## config.mk

```make
export PLATFORM = sky130hd
export DESIGN_NAME = pe_cmd_dispatch
export DESIGN_NICKNAME = d
export VERILOG_FILES = /design/src/rtl/pe_disp_pkg.sv /design/src/rtl/pe_disp_ctrl.sv /design/src/rtl/pe_disp_dp.sv /design/src/rtl/pe_cmd_dispatch.sv
export SDC_FILE = /design/constraint.sdc
export NUM_CORES = 1
export LEC_CHECK = 0
export BUFFER_PORTS_ARGS = -buffer_cell sky130_fd_sc_hd__buf_2
export CORE_UTILIZATION = 56
export DETAILED_ROUTE_END_ITERATION = 12
export GPL_TIMING_DRIVEN = 0
export HOLD_SLACK_MARGIN = 0.12
export PLACE_DENSITY = 0.8
export SYNTH_ARGS = -nofsm -noshare
export SYNTH_HDL_FRONTEND = slang
export SYNTH_SLANG_ARGS = --single-unit
export TNS_END_PERCENT = 100
```

## constraint.sdc

```tcl
create_clock -name clk -period 5.8 [get_ports clk]
set_input_delay 1.16 -clock clk [delete_from_list [all_inputs] [get_ports clk]]
set_output_delay 1.16 -clock clk [all_outputs]
set_load 0.05 [all_outputs]
```

## src/rtl/pe_disp_pkg.sv

```systemverilog
package pe_disp_pkg;
  localparam int OP_W  = 3;
  localparam int NPORT = 5;

  localparam logic [OP_W-1:0] OPC_DMA_RD = 3'd0;
  localparam logic [OP_W-1:0] OPC_DMA_WR = 3'd1;
  localparam logic [OP_W-1:0] OPC_GEMM   = 3'd2;
  localparam logic [OP_W-1:0] OPC_MATH   = 3'd3;
  localparam logic [OP_W-1:0] OPC_COMP   = 3'd4;

  // destination index equals output port bit position
  typedef enum logic [2:0] {
    DST_DMA  = 3'd0,
    DST_GEMM = 3'd1,
    DST_MATH = 3'd2,
    DST_SEQ  = 3'd3,
    DST_FWD  = 3'd4,
    DST_NONE = 3'd5
  } dest_e;

  typedef struct packed {
    logic             take;
    logic [NPORT-1:0] load;
    logic             ackUnknown;
  } strobe_t;
endpackage

```

## src/rtl/pe_disp_ctrl.sv

```systemverilog
module pe_disp_ctrl
  import pe_disp_pkg::*;
#(
  parameter int OVH_W = 4
) (
  input  logic                 clk,
  input  logic                 rstN,
  input  logic                 inValid,
  input  logic                 inIsCmd,
  input  logic [OP_W-1:0]      inOp,
  input  logic [OVH_W-1:0]     cfgOverhead,
  input  logic [NPORT-1:0]     portValid,
  input  logic [NPORT-1:0]     portReady,
  output logic                 inReady,
  output strobe_t              strb
);
  logic             slotFull;
  dest_e            slotDest;
  logic [OVH_W-1:0] timer;
  logic [NPORT-1:0] portFree;
  logic [NPORT-1:0] destHot;
  logic             slotExpired;
  logic             move;

  function automatic dest_e decodeDest(input logic isCmd, input logic [OP_W-1:0] op);
    if (!isCmd) return DST_FWD;
    case (op)
      OPC_DMA_RD, OPC_DMA_WR: return DST_DMA;
      OPC_GEMM:               return DST_GEMM;
      OPC_MATH:               return DST_MATH;
      OPC_COMP:               return DST_SEQ;
      default:                return DST_NONE;
    endcase
  endfunction

  always_comb begin
    portFree    = ~portValid | portReady;
    destHot     = (slotDest == DST_NONE) ? '0
                : ({{(NPORT-1){1'b0}}, 1'b1} << slotDest);
    slotExpired = slotFull && (timer == '0);
    move        = slotExpired && ((slotDest == DST_NONE) || (|(destHot & portFree)));
    inReady     = !slotFull || move;
    strb.take       = inValid && inReady;
    strb.load       = move ? destHot : '0;
    strb.ackUnknown = move && (slotDest == DST_NONE);
  end

  always_ff @(posedge clk) begin
    if (!rstN) begin
      slotFull <= 1'b0;
      slotDest <= DST_NONE;
      timer    <= '0;
    end else if (strb.take) begin
      slotFull <= 1'b1;
      slotDest <= decodeDest(inIsCmd, inOp);
      timer    <= inIsCmd ? cfgOverhead : '0;
    end else if (move) begin
      slotFull <= 1'b0;
    end else if (slotFull && timer != '0) begin
      timer <= timer - 1'b1;
    end
  end

  // a command with nonzero overhead never leaves on the next edge
  p_no_early_move_r6: assert property (@(posedge clk) disable iff (!rstN)
    (strb.take && inIsCmd && cfgOverhead != '0) |=> (strb.load == '0 && !strb.ackUnknown));

  // an accepted message always occupies the staging slot afterwards
  p_accept_fills_r9: assert property (@(posedge clk) disable iff (!rstN)
    strb.take |=> slotFull);
endmodule

```

## src/rtl/pe_disp_dp.sv

```systemverilog
module pe_disp_dp
  import pe_disp_pkg::*;
#(
  parameter int TAG_W = 4,
  parameter int PAY_W = 16,
  localparam int WORD_W = OP_W + TAG_W + PAY_W
) (
  input  logic                         clk,
  input  logic                         rstN,
  input  strobe_t                      strb,
  input  logic [OP_W-1:0]              inOp,
  input  logic [TAG_W-1:0]             inTag,
  input  logic [PAY_W-1:0]             inPayload,
  input  logic [NPORT-1:0]             portReady,
  output logic [NPORT-1:0]             portValid,
  output logic [NPORT-1:0][WORD_W-1:0] portWord,
  output logic                         doneValid,
  output logic [TAG_W-1:0]             doneTag
);
  logic [WORD_W-1:0] slotWord;

  always_ff @(posedge clk) begin
    if (!rstN) slotWord <= '0;
    else if (strb.take) slotWord <= {inOp, inTag, inPayload};
  end

  always_ff @(posedge clk) begin
    if (!rstN) begin
      doneValid <= 1'b0;
      doneTag   <= '0;
    end else begin
      doneValid <= strb.ackUnknown;
      if (strb.ackUnknown) doneTag <= slotWord[PAY_W +: TAG_W];
    end
  end

  for (genvar p = 0; p < NPORT; p++) begin : g_port
    always_ff @(posedge clk) begin
      if (!rstN) begin
        portValid[p] <= 1'b0;
        portWord[p]  <= '0;
      end else if (strb.load[p]) begin
        portValid[p] <= 1'b1;
        portWord[p]  <= slotWord;
      end else if (portReady[p]) begin
        portValid[p] <= 1'b0;
      end
    end

    // a held word stays valid and unchanged
    p_hold_stable_r8: assert property (@(posedge clk) disable iff (!rstN)
      (portValid[p] && !portReady[p]) |=> (portValid[p] && $stable(portWord[p])));

    // control never loads a port that is still holding a word
    p_no_overwrite_r8: assert property (@(posedge clk) disable iff (!rstN)
      strb.load[p] |-> (!portValid[p] || portReady[p]));
  end

  // each message goes to at most one destination
  p_single_target_r2: assert property (@(posedge clk) disable iff (!rstN)
    $onehot0({strb.load, strb.ackUnknown}));
endmodule

```

## src/rtl/pe_cmd_dispatch.sv

```systemverilog
module pe_cmd_dispatch
  import pe_disp_pkg::*;
#(
  parameter int TAG_W = 4,
  parameter int PAY_W = 16,
  parameter int OVH_W = 4
) (
  input  logic                          clk,
  input  logic                          rstN,
  input  logic [OVH_W-1:0]              cfgOverhead,
  input  logic                          inValid,
  output logic                          inReady,
  input  logic                          inIsCmd,
  input  logic [2:0]                    inOp,
  input  logic [TAG_W-1:0]              inTag,
  input  logic [PAY_W-1:0]              inPayload,
  output logic                          dmaValid,
  input  logic                          dmaReady,
  output logic [2+TAG_W+PAY_W:0]        dmaWord,
  output logic                          gemmValid,
  input  logic                          gemmReady,
  output logic [2+TAG_W+PAY_W:0]        gemmWord,
  output logic                          mathValid,
  input  logic                          mathReady,
  output logic [2+TAG_W+PAY_W:0]        mathWord,
  output logic                          seqValid,
  input  logic                          seqReady,
  output logic [2+TAG_W+PAY_W:0]        seqWord,
  output logic                          fwdValid,
  input  logic                          fwdReady,
  output logic [2+TAG_W+PAY_W:0]        fwdWord,
  output logic                          doneValid,
  output logic [TAG_W-1:0]              doneTag
);
  localparam int WORD_W = OP_W + TAG_W + PAY_W;

  strobe_t                      strb;
  logic [NPORT-1:0]             portValid;
  logic [NPORT-1:0]             portReady;
  logic [NPORT-1:0][WORD_W-1:0] portWord;

  assign portReady = {fwdReady, seqReady, mathReady, gemmReady, dmaReady};

  pe_disp_ctrl #(.OVH_W(OVH_W)) u_ctrl (
    .clk(clk), .rstN(rstN), .inValid(inValid), .inIsCmd(inIsCmd), .inOp(inOp),
    .cfgOverhead(cfgOverhead), .portValid(portValid), .portReady(portReady),
    .inReady(inReady), .strb(strb)
  );

  pe_disp_dp #(.TAG_W(TAG_W), .PAY_W(PAY_W)) u_dp (
    .clk(clk), .rstN(rstN), .strb(strb), .inOp(inOp), .inTag(inTag),
    .inPayload(inPayload), .portReady(portReady), .portValid(portValid),
    .portWord(portWord), .doneValid(doneValid), .doneTag(doneTag)
  );

  assign dmaValid  = portValid[DST_DMA];
  assign gemmValid = portValid[DST_GEMM];
  assign mathValid = portValid[DST_MATH];
  assign seqValid  = portValid[DST_SEQ];
  assign fwdValid  = portValid[DST_FWD];
  assign dmaWord   = portWord[DST_DMA];
  assign gemmWord  = portWord[DST_GEMM];
  assign mathWord  = portWord[DST_MATH];
  assign seqWord   = portWord[DST_SEQ];
  assign fwdWord   = portWord[DST_FWD];
endmodule

```

==> results of run 1 <==
[synthesized netlist by cell type (all sizes together) (2+ instances only)]
| library cell | instances |
|---|---|
| or3b | 2 |
| inv | 4 |
| ha | 2 |
| buf | 20 |
| a31o | 2 |
| nor2 | 43 |
| clkbuf | 30 |
| nand2b | 5 |
| a21oi | 101 |
| and3 | 2 |
| nor3 | 5 |
| o21ai | 7 |
| nor2b | 5 |
| nand3 | 6 |
| dfxtp | 156 |
| mux2i | 51 |
| or3 | 2 |
| nor4b | 2 |
| nand2 | 237 |
[state kept, by name (all words and copies together) (netlist names)]
name,flops
u_dp.doneValid,1
u_ctrl.timer,4
u_dp.doneTag,4
u_dp.portValid,5
u_dp.slotWord,23
u_ctrl.slotDest,3
u_ctrl.slotFull,1
u_dp.portWord,115
[area by class of cell]
| cell class | count | area [µm²] |
|---|---|---|
| Inverter | 4 | 15.0 |
| Multi-Input combinational cell | 496 | 2620 |
| Clock inverter | 13 | 124 |
| Buffer | 50 | 248 |
| Fill cell | 797 | 2850 |
| Tap cell | 136 | 170 |
| Timing Repair Buffer | 160 | 801 |
| Sequential cell | 156 | 3120 |
| Clock buffer | 19 | 422 |
[metrics by stage]
step                std cells  hold WS [ns]
global route             1034         0.463
detailed placement       1002         0.441
global placement         1002         0.437
floorplan                 706         0.482
finish                   1034         0.449
CTS                      1034         0.451
[power groups by stage]
stage	combinational, mW	clock [mW]	sequential, mW
2_1_floorplan	0.150	0	1.17
3_3_place_gp	0.217	0	1.18
3_5_place_dp	0.224	0	1.18
4_1_cts	0.226	1.04	1.15
5_1_grt	0.248	1.09	1.16
6_report	0.228	1.03	1.16
[kinds of logic after synthesis]
| group | Yosys count |
|---|---|
| multiplexers | 52 |
| flip-flops | 156 |
| AND/OR/NAND/NOR | 319 |
| adder cells (fa/ha/maj) | 2 |
| AO/OA/AOI/OAI | 123 |
| buffers and inverters | 54 |
[critical path, cell delays in order]
cell and delay [ns]:
buf_2 0.08, nor2b_1 0.07, or3b_2 0.46, a31oi_1 0.32, or2_2 0.23, a21o_1 0.11
buf_2 0.25
[cell usage in the layout (no fill, tap or decap), drive strengths merged, types with 5 or more instances in the layout]
cell type	n
nand2	237
buf	180
dfxtp	156
a21oi	101
mux2i	51
clkbuf	49
nor2	43
inv	13
o21ai	7
nand3	6
nor2b	5
nand2b	5
nor3	5
[how the worst min path moves through the flow]
stage,slack (ns),cells after the start,end
after floorplan,0.48,2,u_dp.portWord[20]
after global placement,0.44,2,u_dp.portWord[110]
after detailed placement,0.44,2,u_dp.portWord[93]
after CTS,0.45,2,u_dp.portWord[93]
after global routing,0.46,2,u_dp.portWord[98]
final,0.45,2,u_dp.portWord[93]
[routing by layer]
layer	GRT usage, %	up-vias
met5	0	-
met4	9.52	2
met3	6.80	21
met2	53.2	260
met1	38.7	2668
li1	-	2690
==> results.cfg, run 1 <==
[run_status]
outcome = complete, no violations

[place]
dp_hpwl_um = 12000
placed_area_um2 = 6970
dp_slack_ns = 1.99
port_buffers = 160
gp_congestion = 0.845

[clocking]
cts_sinks = 156
htree_levels = 4
holdBufCountCts = 0
path_clk_slew_ns = 0.07
cts_buffers = 17
clockBufferDepth = 2
cts_resized = 0
clk_latency_ns = 0.52
cts_tree = built
cts_root_buffer = clkbuf_8
post_cts_buffers = 0

[power_and_ir_drop]
power_density_nw_per_um2 = 321
p_comb_share_pct = 9.5
p_int_mw = 1.73
share_seq_of_total_power_pct = 47.8
leakage_nw = 3.23
power.total_mw = 2.42
switchingPower_mw = 0.682
peakVddDrop_uv = 184
pwr-share-clk_pct = 42.7
p_sw_share_pct = 28.2

[global_route]
grt_max_degree = 17
grt_first_pass_wirelength_um = 26700
grt_pass1_vias = 5258
grt_overflow = 0
antenna_found_initial = 1
grt_usage_pct = 31.0

[setup_path]
start_kind = primary input
critical_path.endpoint = inReady
reg2reg_to = u_dp.portWord[9]
arrival_ns = 2.68
reg2reg_from = u_ctrl.timer[0]
cp_max_fo = 5
cp-startpoint = mathReady
end_kind = output port
reg2regPathDepth = 7
worstPathRequired_ns = 4.64
reg2reg_slack_ns = 2.96
path_class = primary input to output port

[cells_and_area]
nNetsFinal = 923
diodes = 0
design_area_um2 = 7520
syn2layout_area_growth_pct = 25.3
final_util_pct = 72.5
drive_gt1_share_pct = 26.5

[timing]
worst_pin_slew_ns = 0.968
fin_crit_ns = 3.84
maxSlewViolCount = 0
period_share_pct = 66.3
skew_ns = 0.0113
final-hold-violation-count = 0
rsz0062_at_grt = false
setup-tns-final_ns = 0
finalSetupViolCount = 0
max_freq_mhz = 260
max_slew_margin_pct = 35.0
fin_ws_ns = 1.96

[detailed_routing]
wl_per_cell_um = 16.2
routed_wl_um = 16800
vias = 5641
drt_pass1_iterations = 5
wl_met1_um = 7070
viasPerCell = 5.46
drtAntennaViolNets = 0
wl_met2_um = 8200
drc = 0
wl_met3_um = 1290
top_layer = met5
drt-initial-drc-count = 434

[synth]
synth_xor_xnor_area_share_pct = 0
syn_area_per_cell_um2 = 8.50
synth_compound_area_share_pct = 11.8
synth_top_family_by_area = simple AND/OR/NAND/NOR gates
synth_fp_nets = 744
synth-seq-cells = 156
synth_ff_type = dfxtp_1
synth_top_area_share_pct = 52.0
synth.mux.area_fraction_pct = 8.69
yosysWarnings = 0
synth_cells = 706
yosys-top-cells-area = dfxtp_1 52%, nand2_1 14%, mux2i_1 8.5%
yosysSeqAreaShare_pct = 52.0
synthSimpleGateAreaFrac_pct = 22.7
synth_adder_area_share_pct = 0.417
ys_async_sr_fraction_pct = 0
synth_edf_count = 0
yosysTopAreaCell = dfxtp_1
netlist_area_um2 = 6000
yosysUniqueCellTypes = 52

[flow_run]
drv_cap = 0

[floorplan]
fp.dieH_um = 106
io_pins = 162
die-area_um2 = 11100
rows = 37
core_area_um2 = 10400
initial_core_util_pct = 57.9
dieWidth_um = 106

[worst_hold_path]
hold_start = u_dp.portWord[93]
holdCritPathClass = flop to flop
Power figures use the tool's default switching activity.
==> inputs of run 2 (changes only) <==
- CORE_UTILIZATION: 56 -> 52
- PLACE_DENSITY: 0.8 -> 0.75
- clock period: 5.8 -> 3.6 ns (I/O delays scaled with it)
==> results.cfg, run 2 (synthesis gave the netlist of run 1 again) <==
[power_and_ir_drop]
pwr-share-clk_pct = 44.2
p_sw_share_pct = 24.6
p_int_mw = 3.01
peakVddDrop_uv = 380
power_density_nw_per_um2 = 528
p_comb_share_pct = 9.2
switchingPower_mw = 0.981
share_seq_of_total_power_pct = 46.7
leakage_nw = 3.25

[setup_path]
start_kind = flop
path_class = flop to output port
cp_slowest_cell = buf_1
end_kind = output port
critical-path-top-delay-family = buffers and inverters
path_buf_inv = 2
max_stage_delay_ns = 0.42
cp-startpoint = u_ctrl.slotDest[0]
reg2regPathDepth = 7
cp_max_fo = 10
reg2reg_from = u_ctrl.timer[0]
reg2reg_slack_ns = 0.85
arrival_ns = 2.31
reg2reg_to = u_dp.portWord[5]
critical_path.endpoint = inReady
worstPathRequired_ns = 2.88
crit_cells = 6
path_cells = buf_1 -> a21oi_1 -> nor3_1 -> or2_2 -> a21o_1 -> buf_2

[cells_and_area]
largest_register_ffs = 115
design_area_um2 = 7560
drive_gt1_share_pct = 26.1
mostFrequentLayoutCells = 227 x nand2_1, 172 x buf_2, 156 x dfxtp_1
ff_latch_area_um2 = 3120
diodes = 0
max_flop_register = u_dp.portWord
fillers = 933
final_common_cell = nand2_1
nNetsFinal = 923
top_regs = u_dp.portWord (115), u_dp.slotWord (23), u_dp.portValid (5)
multi_input_area_um2 = 2620
final_util_pct = 68.5
syn2layout_area_growth_pct = 25.9

[clocking]
clk_latency_ns = 0.42
cts_tree = built
cts_sinks = 156
clockBufferDepth = 2
cts_buffers = 17
cts_root_buffer = clkbuf_16
post_cts_buffers = 0
holdBufCountCts = 0
path_clk_slew_ns = 0.06
htree_levels = 4
cts_resized = 0

[timing]
worst_pin_slew_ns = 0.861
period_share_pct = 84.3
rsz0062_at_grt = false
skew_ns = 0.00677
setup-tns-final_ns = 0
max_slew_margin_pct = 42.2
finalSetupViolCount = 0
fin_crit_ns = 3.03
max_freq_mhz = 330
final-hold-violation-count = 0
maxSlewViolCount = 0

[floorplan]
core_area_um2 = 11000
rows = 38
initial_core_util_pct = 54.4
fp.dieH_um = 109
die-area_um2 = 12000
dieWidth_um = 109
io_pins = 162

[global_route]
grt_usage_pct = 27.9
grt_pass1_vias = 5055
antenna_found_initial = 1
grt_overflow = 0
grt_first_pass_wirelength_um = 25000
grt_max_degree = 17

[place]
port_buffers = 160
placed_area_um2 = 6980
dp_hpwl_um = 12100
gp_congestion = 0.870

[detailed_routing]
drt-initial-drc-count = 387
drc = 0
wl_per_cell_um = 15.9
drtAntennaViolNets = 0
vias = 5473
routed_wl_um = 16500
viasPerCell = 5.28
drt_pass1_iterations = 5

[flow_run]
drv_cap = 0

[worst_hold_path]
holdCritPathClass = flop to flop

[run_status]
outcome = complete, no violations
-- run 2: cell count changes in the layout (fill, tap and decap cells not counted), sizes merged --
cell      previous run  this run
clkinv               2         1
bufinv               0         2
inv                 13         5
clkbuf              49        56
clkinvlp             2         1
-- run 2: per-stage QoR --
stage | hold slack, ns | power [mW] | instances | setup WS [ns]
after floorplan | 0.482 | 2.14 | 706 | 0.861
after CTS | 0.451 | 3.99 | 1037 | 0.606
final | 0.451 | 3.99 | 1037 | 0.566
after global placement | 0.437 | 2.25 | 1006 | 0.668
after global routing | 0.469 | 4.10 | 1037 | 0.401
after detailed placement | 0.442 | 2.26 | 1006 | 0.639
-- run 2: power by group through the flow --
stage / Clock [mW] / Combinational (mW) / Sequential, mW
3_5_place_dp: 0 / 0.361 / 1.90
6_report: 1.76 / 0.367 / 1.86
3_3_place_gp: 0 / 0.351 / 1.90
2_1_floorplan: 0 / 0.242 / 1.89
4_1_cts: 1.77 / 0.364 / 1.86
5_1_grt: 1.84 / 0.396 / 1.87
-- run 2: cell type report --
type	count	share of cell area, %
clock buffers	26	6.60
multi-input cells	496	34.6
inverters	4	0.199
plain buffers	50	3.28
clock inverters	5	1.08
flip-flops and latches	156	41.3
repair buffers	160	10.6
well taps	140	2.32
-- run 2: worst min-delay path by stage --
stage	startpoint	end	slack [ns]	cells after the start
final	u_dp.portWord[16]	u_dp.portWord[16]	0.45	2
after detailed placement	u_dp.portWord[109]	u_dp.portWord[109]	0.44	2
after global placement	u_dp.portWord[110]	u_dp.portWord[110]	0.44	2
after floorplan	u_dp.slotWord[20]	u_dp.portWord[20]	0.48	2
after CTS	u_dp.portWord[92]	u_dp.portWord[92]	0.45	2
after global routing	u_dp.portWord[102]	u_dp.portWord[102]	0.47	2
-- run 2: metal layers --
metal / part of all wire, % / global-route usage (%)
met5: 0.079 / 0
met4: 1.8 / 9.33
met3: 7.8 / 6.99
met2: 47 / 47.1
met1: 43 / 34.6
-- run 2: tightest hold or removal path, stage by stage, from the launching register on --
cell and delay (ns):
dfxtp_1 0.30, nand2_1 0.05, a21oi_1 0.05
==> inputs of run 3 (changes only) <==
- CORE_UTILIZATION: 52 -> 47
- PLACE_DENSITY: 0.75 -> 0.72
- clock period: 3.6 -> 2.4 ns (I/O delays scaled with it)
==> results.cfg, run 3 (synthesis gave the netlist of run 1 again) <==
[floorplan]
rows = 40
dieWidth_um = 115
fp.dieH_um = 115
initial_core_util_pct = 49.1
die-area_um2 = 13200
io_pins = 162
core_area_um2 = 12200

[cells_and_area]
syn2layout_area_growth_pct = 35.4
diodes = 0
design_area_um2 = 8130
largest_register_ffs = 115
top_regs = u_dp.portWord (115), u_dp.slotWord (23), u_dp.portValid (5)
layoutNonFillerInstCount = 1085
drive_gt1_share_pct = 33.4
final_common_cell = nand2_1
mostFrequentLayoutCells = 215 x nand2_1, 166 x buf_2, 154 x dfxtp_1
nNetsFinal = 944
max_flop_register = u_dp.portWord

[clocking]
htree_levels = 4
cts_sinks = 156
holdBufCountCts = 0
clockBufferDepth = 2
cts_root_buffer = clkbuf_16
path_clk_slew_ns = 0.06
clk_latency_ns = 0.42
cts_tree = built
cts_buffers = 17

[detailed_routing]
wl_per_cell_um = 16.3
viasPerCell = 5.16
drtAntennaViolNets = 0
drt-initial-drc-count = 471
vias = 5596
drc = 0
drt_pass1_iterations = 6
routed_wl_um = 17600

[flow_run]
drv_cap = 0

[setup_path]
cp_slowest_cell = or3b_2
cp_max_fo = 4
start_kind = flop
end_kind = output port
arrival_ns = 2.08
worstPathRequired_ns = 1.92
path_class = flop to output port
reg2reg_from = u_ctrl.timer[0]
max_stage_delay_ns = 0.48
reg2reg_to = u_dp.portWord[99]
path_cells = nor2b_1 -> or3b_2 -> a31oi_4 -> or2_4 -> a21o_2 -> buf_6
reg2reg_slack_ns = -0.13
reg2regPathDepth = 10

[worst_hold_path]
hold_path_depth = 2
worst_hold_path.endpoint = u_ctrl.timer[2]
holdCritPathClass = primary input to flop
hold_start = cfgOverhead[2]

[run_status]
violations = negative setup slack
outcome = complete, but fails checks

[place]
port_buffers = 160
dp_cells = 1034
gp_congestion = 0.844
placed_area_um2 = 7030
dp_hpwl_um = 12000

[power_and_ir_drop]
p_comb_share_pct = 10.7
power.total_mw = 6.27
switchingPower_mw = 1.53
share_seq_of_total_power_pct = 44.6
power_density_nw_per_um2 = 772
pwr-share-clk_pct = 44.7
p_int_mw = 4.74
peakVddDrop_uv = 607
leakage_nw = 3.47
p_sw_share_pct = 24.4

[timing]
holdWs_ns = 0.287
worst_pin_slew_ns = 0.736
final-hold-violation-count = 0
max_slew_margin_pct = 51.0
fin_ws_ns = -0.162
max_freq_mhz = 390
maxSlewViolCount = 0
period_share_pct = 107
setup-tns-final_ns = -2.28
fin_crit_ns = 2.56
skew_ns = 0.00879
finalSetupViolCount = 20
rsz0062_at_grt = true

[global_route]
grt_usage_pct = 26.8
grt_pass1_vias = 5162
antenna_found_initial = 0
grt_first_pass_wirelength_um = 26700
grt_overflow = 0
grt_max_degree = 17
-- run 3: worst max-delay path by stage --
stage / from / endpoint / slack [ns] / cells past startpoint
2_1_floorplan: u_ctrl.timer[1] / u_dp.portWord[100] / 0.02 / 10
3_3_place_gp: u_ctrl.timer[1] / u_dp.portWord[7] / -0.19 / 7
3_5_place_dp: u_ctrl.timer[1] / u_dp.portWord[8] / -0.15 / 7
4_1_cts: u_dp.portValid[2] / inReady / -0.17 / 6
5_1_grt: u_ctrl.timer[0] / u_dp.portWord[109] / -0.22 / 10
6_report: u_dp.portValid[2] / inReady / -0.16 / 6
-- run 3: layer usage --
layer | share of wire (%) | vias up | track usage (%)
li1 | - | 2732 | -
met1 | 44 | 2658 | 32.9
met2 | 47 | 187 | 44.3
met3 | 7.8 | 19 | 9.12
met4 | 1.1 | 0 | 8.48
met5 | 0 | - | 0
-- run 3: stage by stage --
| stage | worst slack, ns | util, % |
|---|---|---|
| 2_1_floorplan | 0.0153 | - |
| 3_3_place_gp | -0.188 | 57.5 |
| 3_5_place_dp | -0.152 | 57.5 |
| 4_1_cts | -0.167 | 64.5 |
| 5_1_grt | -0.218 | 66.6 |
| 6_report | -0.162 | 66.6 |
-- run 3: power by group through the flow --
stage,Combinational [mW],Sequential (mW),Clock [mW]
detailed placement,0.551,2.85,0
CTS,0.633,2.79,2.81
global route,0.722,2.80,2.94
global placement,0.547,2.85,0
finish,0.672,2.80,2.80
floorplan,0.370,2.84,0
-- run 3: repair_timing --
item                       in CTS  in global routing
resized for setup              18                 71
cloned                          2                  1
setup endpoints to repair      82                117
pin swaps                       0                 26
buffers inserted               13                  9
-- run 3: area by class of cell --
class / count / area, µm²
Clock buffer: 24 / 512
Buffer: 47 / 282
Clock inverter: 6 / 108
Sequential cell: 156 / 3130
Timing Repair Buffer: 184 / 1060
Multi-Input combinational cell: 496 / 2820
Fill cell: 1058 / 4080
Inverter: 4 / 15.0
Tap cell: 168 / 210
-- run 3: critical path: cells and delay by family, from the launching register on --
family / cells / cell delay [ns]
AND/OR/NAND/NOR: 3 / 0.83
AO/OA/AOI/OAI: 2 / 0.36
flip-flops: 1 / 0.31
buffers and inverters: 1 / 0.15
